## src/rtl/csd_pkg.sv

```systemverilog
package csd_pkg;
    parameter int unsigned DW        = 32;
    parameter int unsigned HI_W      = 16;
    parameter int unsigned LO_W      = DW - HI_W;
    parameter int unsigned NTYPES    = 5;
    parameter int unsigned OFF_W     = 5;
    parameter int unsigned VALID_BIT = 0;
    parameter int unsigned BLK_LSB   = 1;
    parameter int unsigned WP_BIT    = 8;
    parameter int unsigned AMASK_LSB = DW - HI_W;
    parameter logic [OFF_W-1:0] BASE_OFF = 5'h0C;
    parameter logic [OFF_W-1:0] MASK_OFF = 5'h10;

    typedef struct packed {
        logic [HI_W-1:0]   base;
        logic [HI_W-1:0]   amask;
        logic              wp;
        logic [NTYPES-1:0] blk;
        logic              valid;
    } cfg_t;

    typedef struct packed {
        logic cs_n;
        logic prot_err;
        logic strb;
    } out_t;
endpackage

```

## src/rtl/csd_regs.sv

```systemverilog
module csd_regs
    import csd_pkg::*;
(
    input  logic             clk,
    input  logic             rst_n,
    input  logic             reg_we,
    input  logic [OFF_W-1:0] reg_off,
    input  logic [DW-1:0]    reg_wdata,
    output logic [DW-1:0]    reg_rdata,
    output cfg_t             cfg
);
    cfg_t cfg_d, cfg_q;

    always_comb begin
        cfg_d = cfg_q;
        if (reg_we && reg_off == BASE_OFF) begin
            cfg_d.base = reg_wdata[HI_W-1:0];
        end
        if (reg_we && reg_off == MASK_OFF) begin
            cfg_d.amask = reg_wdata[DW-1:AMASK_LSB];
            cfg_d.wp    = reg_wdata[WP_BIT];
            cfg_d.blk   = reg_wdata[BLK_LSB +: NTYPES];
            cfg_d.valid = reg_wdata[VALID_BIT];
        end
    end

    always_ff @(posedge clk or negedge rst_n) begin
        if (!rst_n) cfg_q <= '0;
        else        cfg_q <= cfg_d;
    end

    always_comb begin
        reg_rdata = '0;
        if (reg_off == BASE_OFF) begin
            reg_rdata[HI_W-1:0] = cfg_q.base;
        end else if (reg_off == MASK_OFF) begin
            reg_rdata[DW-1:AMASK_LSB]     = cfg_q.amask;
            reg_rdata[WP_BIT]             = cfg_q.wp;
            reg_rdata[BLK_LSB +: NTYPES]  = cfg_q.blk;
            reg_rdata[VALID_BIT]          = cfg_q.valid;
        end
    end

    assign cfg = cfg_q;
endmodule

```

## src/rtl/csd_match.sv

```systemverilog
module csd_match
    import csd_pkg::*;
(
    input  logic [HI_W-1:0] addr_hi,
    input  logic [HI_W-1:0] base,
    input  logic [HI_W-1:0] amask,
    output logic            hit
);
    logic [HI_W-1:0] bit_ok;

    for (genvar i = 0; i < HI_W; i++) begin : g_bit
        assign bit_ok[i] = amask[i] | ~(addr_hi[i] ^ base[i]);
    end

    assign hit = &bit_ok;
endmodule

```

## src/rtl/csd_qual.sv

```systemverilog
module csd_qual
    import csd_pkg::*;
(
    input  logic              strobe,
    input  logic              write,
    input  logic [NTYPES-1:0] typ,
    input  logic              addr_hit,
    input  cfg_t              cfg,
    output logic              grant,
    output logic              viol
);
    logic type_ok;
    logic pre_ok;

    assign type_ok = ~|(typ & cfg.blk);
    assign pre_ok  = strobe & cfg.valid & addr_hit & type_ok;
    assign viol    = pre_ok & write & cfg.wp;
    assign grant   = pre_ok & ~viol;
endmodule

```

## src/rtl/csd_chipsel.sv

```systemverilog
module csd_chipsel
    import csd_pkg::*;
(
    input  logic              clk,
    input  logic              rst_n,
    input  logic              reg_we,
    input  logic [OFF_W-1:0]  reg_off,
    input  logic [DW-1:0]     reg_wdata,
    output logic [DW-1:0]     reg_rdata,
    input  logic              bus_strobe,
    input  logic [DW-1:0]     bus_addr,
    input  logic              bus_write,
    input  logic [NTYPES-1:0] bus_type,
    output logic              cs_n,
    output logic              prot_err
);
    cfg_t cfg;
    logic addr_hit;
    logic grant;
    logic viol;
    logic addr_lo_unused;

    logic              cfg_valid;
    logic              cfg_wp;
    logic [NTYPES-1:0] cfg_blk;

    out_t st_d, st_q;

    assign addr_lo_unused = ^bus_addr[LO_W-1:0];

    csd_regs u_regs (
        .clk       (clk),
        .rst_n     (rst_n),
        .reg_we    (reg_we),
        .reg_off   (reg_off),
        .reg_wdata (reg_wdata),
        .reg_rdata (reg_rdata),
        .cfg       (cfg)
    );

    csd_match u_match (
        .addr_hi (bus_addr[DW-1:LO_W]),
        .base    (cfg.base),
        .amask   (cfg.amask),
        .hit     (addr_hit)
    );

    csd_qual u_qual (
        .strobe   (bus_strobe),
        .write    (bus_write),
        .typ      (bus_type),
        .addr_hit (addr_hit),
        .cfg      (cfg),
        .grant    (grant),
        .viol     (viol)
    );

    assign cfg_valid = cfg.valid;
    assign cfg_wp    = cfg.wp;
    assign cfg_blk   = cfg.blk;

    always_comb begin
        st_d          = st_q;
        st_d.strb     = bus_strobe;
        st_d.cs_n     = ~grant;
        st_d.prot_err = viol & ~st_q.strb;
    end

    always_ff @(posedge clk or negedge rst_n) begin
        if (!rst_n) begin
            st_q          <= '0;
            st_q.cs_n     <= 1'b1;
        end else begin
            st_q <= st_d;
        end
    end

    assign cs_n     = st_q.cs_n;
    assign prot_err = st_q.prot_err;
endmodule

```

## config.mk

```make
export PLATFORM = sky130hd
export DESIGN_NAME = csd_chipsel
export DESIGN_NICKNAME = d
export VERILOG_FILES = /design/src/rtl/csd_pkg.sv /design/src/rtl/csd_regs.sv /design/src/rtl/csd_match.sv /design/src/rtl/csd_qual.sv /design/src/rtl/csd_chipsel.sv
export SDC_FILE = /design/constraint.sdc
export NUM_CORES = 1
export LEC_CHECK = 0
export ABC_AREA = 1
export BUFFER_PORTS_ARGS = -buffer_cell sky130_fd_sc_hd__buf_2
export CAP_MARGIN = 20
export CORE_ASPECT_RATIO = 0.75
export CORE_MARGIN = 2
export CORE_UTILIZATION = 42
export DETAILED_ROUTE_END_ITERATION = 7
export GPL_TIMING_DRIVEN = 0
export PLACE_DENSITY = 0.77
export SYNTH_ARGS = -nofsm -noshare
export SYNTH_HDL_FRONTEND = slang
export SYNTH_SLANG_ARGS = --single-unit
```

## constraint.sdc

```tcl
create_clock -name clk -period 1.08 [get_ports clk]
set_clock_uncertainty 0.05 [all_clocks]
set_input_delay 0.108 -clock clk [delete_from_list [all_inputs] [get_ports clk]]
set_output_delay 0.108 -clock clk [all_outputs]
set_load 0.1 [all_outputs]
```

# Word-level counts from Yosys, hierarchy flattened

Cells that the tools add are included.

Register bits after elaboration: 42
Bits of input ports: 79
Output and inout bits: 34
Word-level logic and storage cells: 82

Eq/ne operators: 2
Mux-type cells: 8
Bitwise operators: 59
Reductions and logical operators: 5

Operators by type and width:

| kind                                                            | number |
|---|---|
| 16-bit two-way mux                                              | 2 |
| 1-bit NOT                                                       | 19 |
| 1-bit bitwise OR                                                | 16 |
| 16-bit AND reduction                                            | 1 |
| 1-bit XOR                                                       | 16 |
| 6-bit two-way mux                                               | 2 |
| 1-bit AND                                                       | 7 |
| 7-bit two-way mux                                               | 1 |
| 5-bit AND                                                       | 1 |
| 5-bit by 4-bit == test with 1-bit output, second input constant | 1 |
| 5-bit == test, second input constant                            | 1 |
| 5-bit OR reduction                                              | 1 |
| 1-bit logical AND                                               | 2 |
| 1-bit two-way mux                                               | 2 |
| 2-bit two-way mux                                               | 1 |
| 1-bit zero test                                                 | 1 |

# Depth between registers and ports, before layout

Depth in word-level cells: 11
Gate-level depth with buffers: 8
Gate-level depth less buffers: 8

# Cells and area by module

A second synthesis with hierarchy kept.

Cell total of the unflattened synthesis: 372
Area total of the unflattened synthesis: 2474.9 um^2

By module, submodules not included:

| module      | instances | cells each | area each (um^2) | sequential area each (um^2) |
|---|---|---|---|---|
| csd_regs    | 1         | 257        | 1929.4           | 975.9 |
| csd_match   | 1         | 93         | 394.1            | 0.0 |
| csd_chipsel | 1         | 6          | 90.1             | 76.3 |
| csd_qual    | 1         | 16         | 61.3             | 0.0 |

# Least setup slack after synthesis

Ideal clock, no wire load.

Path kind: in2out
Start point: input reg_off[1]
End point: output reg_rdata[4]
Data arrival time: 2.857 ns
Required time: 0.922 ns
Setup slack: -1.935 ns
Stages: 5
Path buffers: 1
Cells stage by stage: or2_1 > inv_2 > nand2_1 > clkbuf_1 > o21ai_0

Longest elaborated chain between the ends: 3
Elaborated cells between the ends (all ways): 4
Classes of those cells: 2 x eq/ne; 2 x mux

RTL lines:

| element               | line             | text |
|---|---|---|
| from (decl)           | csd_chipsel.sv:7 | `input logic [OFF_W-1:0] reg_off,` |
| 5-bit == test         | csd_regs.sv:36   | `end else if (reg_off == MASK_OFF) begin` |
| 6-bit two-way mux     | csd_regs.sv:36   |  |
| 6-bit two-way mux (*) | csd_regs.sv:34   | `if (reg_off == BASE_OFF) begin` |
| to (decl)             | csd_chipsel.sv:9 | `output logic [DW-1:0] reg_rdata,` |

Every way passes the cells marked *; elsewhere a longest branch is shown, timed or not.

# Final worst setup path

Start point: input reg_off[3]
End point: output reg_rdata[4]

Same word-level chain as after synthesis.

==> results.toml <==
[routing]
wl_per_cell_um = 20.7
drt_wl_total_um = 10900
num_vias = 2876
postRouteAntennaNets = 0
viasPerCell = 5.46
drt-pass1-iter-count = 5
drtIter0Drc = 254
drc = 0

[sta]
tightest_slew_ns = 0.989
max_freq_ghz = 0.682
min_period_over_period = 1.36
setup_slack_ns = -0.387
report.final.slew_viol_count = 0
setup_violations = 60
relSlewSlack = 0.341
fin_hold_ws_ns = -0.101
hold_viol_final = 46
setup-tns-final_ns = -17.22
grt_setup_unrepaired = "yes"
finalCriticalPeriod_ns = 1.47

[logic_synthesis]
synth_most_common_cell = "nand2_1"
synth_nets = 387
synth_common_cells = "nand2_1 (70), inv_1 (56), nor2_1 (48), dfrtp_1 (41), nand3_1 (18)"
yosysTopAreaCellShare = 0.447
synth_edf_count = 0
yosysSeqAreaShare = 0.458
synthArstFlopShare = 1.00
synth_top_area_cell = "dfrtp_1"
netlist_top_cells_area = "dfrtp_1 (45%), nand2_1 (11%), inv_1 (9.2%)"
syn_inst = 308
synth_warnings = 0
syn_area_um2 = 2300
synth_flop_cell = "dfrtp_1"
synth_cell_type_count = 23
syn_area_per_cell_um2 = 7.46
yosys_register_bits = 42

[clocking]
cts_tree = "yes"
clock-sinks = 42
cts-htree-levels = 2
cts_root_buffer = "clkbuf_8"
cts_made_buffers = 5
clk_path_buf_depth = 2
hold_buffers = 12
clkSlewWorstSetupHoldPaths_ns = 0.09
insertion_delay_ns = 0.32

[global_routing]
antenna_found_initial = 0
grt_pass1_vias = 2566
grt_pass1_wl_um = 12600
grt_max_degree = 43
overflow = 0
grt_usage = 0.284

[finish]
diodes = 0
fillers = 234
drive_gt1_frac = 0.580
syn_to_final_growth_pct = 94.6
final_cells = 527
seq_area_um2 = 1050
utilization = 0.844
nNetsFinal = 530
multi_input_area_um2 = 1410

[pwr]
p_clk_frac = 0.226
p_sw_w = 0.00192
switching_share = 0.392
internal_power_w = 0.00298
p_comb_frac = 0.353
power_frac_seq = 0.421
p_leak_nw = 2.25
power_density_nw_per_um2 = 1100
ir_drop_v = 0.000652

[floorplan]
rows = 23
coreArea_um2 = 5300
io_pins = 113
start_util = 0.434
die_x_um = 89.4
die_y_um = 68.1
die-area_um2 = 6080

[worst_hold_path]
hp-class = "input port to async pin"

[run_status]
violations = "negative hold slack, negative setup slack"
status = "finished, violations left"

[flow_run]
cap_violations = 0

[placed_design]
pre_cts_ws_ns = -0.703
portBuffers = 96
dp.cells = 479
hpwlAfterDp_um = 4860
gp_congestion = 0.841

[worst_setup_path]
critical_path.max_fanout = 5
reg2reg_depth = 8
path_class = "input port to primary output"
reg2reg_slack_ns = -0.34
r2r-end = "cs_n"
cp_data_required_time_ns = 0.92
crit_arrival_ns = 1.31
endpoint_kind = "primary output"
rr_startpoint = "u_regs.cfg[33]"
crit_path_start_kind = "input port"
-- layout make-up --
class | count | share of cell area
Clock inverter | 1 | 0.00112
Sequential cell | 42 | 0.235
Tap cell | 75 | 0.0210
Clock buffer | 7 | 0.0193
Buffer | 9 | 0.0333
Timing Repair Buffer | 136 | 0.323
Multi-Input combinational cell | 199 | 0.316
Inverter | 58 | 0.0515
-- critical path, stage by stage --
cell	delay, ns
buf_2	0.13
inv_2	0.07
nor3_4	0.26
nand2_4	0.14
clkbuf_16	0.20
o21ai_4	0.19
buf_12	0.19
-- registers in the layout (all words and copies together) (netlist names) --
signal / cells
u_regs.cfg: 39
cs_n: 1
prot_err: 1
st_q: 1
-- cells by family after synthesis --
family / synth area share
AOI/OAI and AO/OA: 0.133
buffers and inverters: 0.123
DFF: 0.458
and+or+nand+nor: 0.286
-- metrics by stage --
stage | cell area (um2) | power (W)
detailed placement | 3150 | 0.00322
CTS | 4140 | 0.00454
global route | 4470 | 0.00510
global placement | 3150 | 0.00317
finish | 4470 | 0.00490
floorplan | 2570 | 0.00288
-- routing by layer --
metal / GRT usage / part of all wire / up-vias
li1: - / - / 1230
met1: 0.337 / 0.35 / 1371
met4: 0.134 / 0.050 / 0
met3: 0.0615 / 0.10 / 58
met5: 0 / 0 / -
met2: 0.494 / 0.50 / 217
-- layout by cell type (no fill, tap or decap), drive strengths merged --
cell type and count:
clkinv 2, nor3 2, clkbuf 10, dlygate4sd3 12
nand2 71, inv 57, o21ai 21, bufbuf 1
nand3 18, nand4 2, dfrtp 41, a21oi 25
nor2 58, dfstp 1, buf 129, or2 2
-- timing repair --
item	4_1_cts	5_1_grt
buffers inserted	16	7
pin swaps	10	18
gates resized for setup	172	71
cloned	3	3
endpoints found under the hold margin	53	33
setup endpoints to repair	75	75
-- how the worst max path moves through the flow --
stage                     startpoint             to  slack, ns  cells past startpoint
after floorplan           reg_off[1]  reg_rdata[16]      -0.49                      4
after detailed placement  reg_off[1]  reg_rdata[21]      -0.70                      7
after global placement    reg_off[1]  reg_rdata[21]      -0.68                      7
final                     reg_off[3]   reg_rdata[4]      -0.39                      7
after global routing      reg_off[3]   reg_rdata[4]      -0.47                      7
after CTS                 reg_off[0]  reg_rdata[21]      -0.34                      8
-- power groups by stage --
| stage | clock (W) | combinational (W) | sequential, W |
|---|---|---|---|
| final | 0.00111 | 0.00173 | 0.00206 |
| after global routing | 0.00117 | 0.00184 | 0.00209 |
| after CTS | 0.00110 | 0.00143 | 0.00201 |
| after detailed placement | 0 | 0.00121 | 0.00201 |
| after global placement | 0 | 0.00117 | 0.00200 |
| after floorplan | 0 | 0.000897 | 0.00199 |
(Power assumes the default switching activity.)
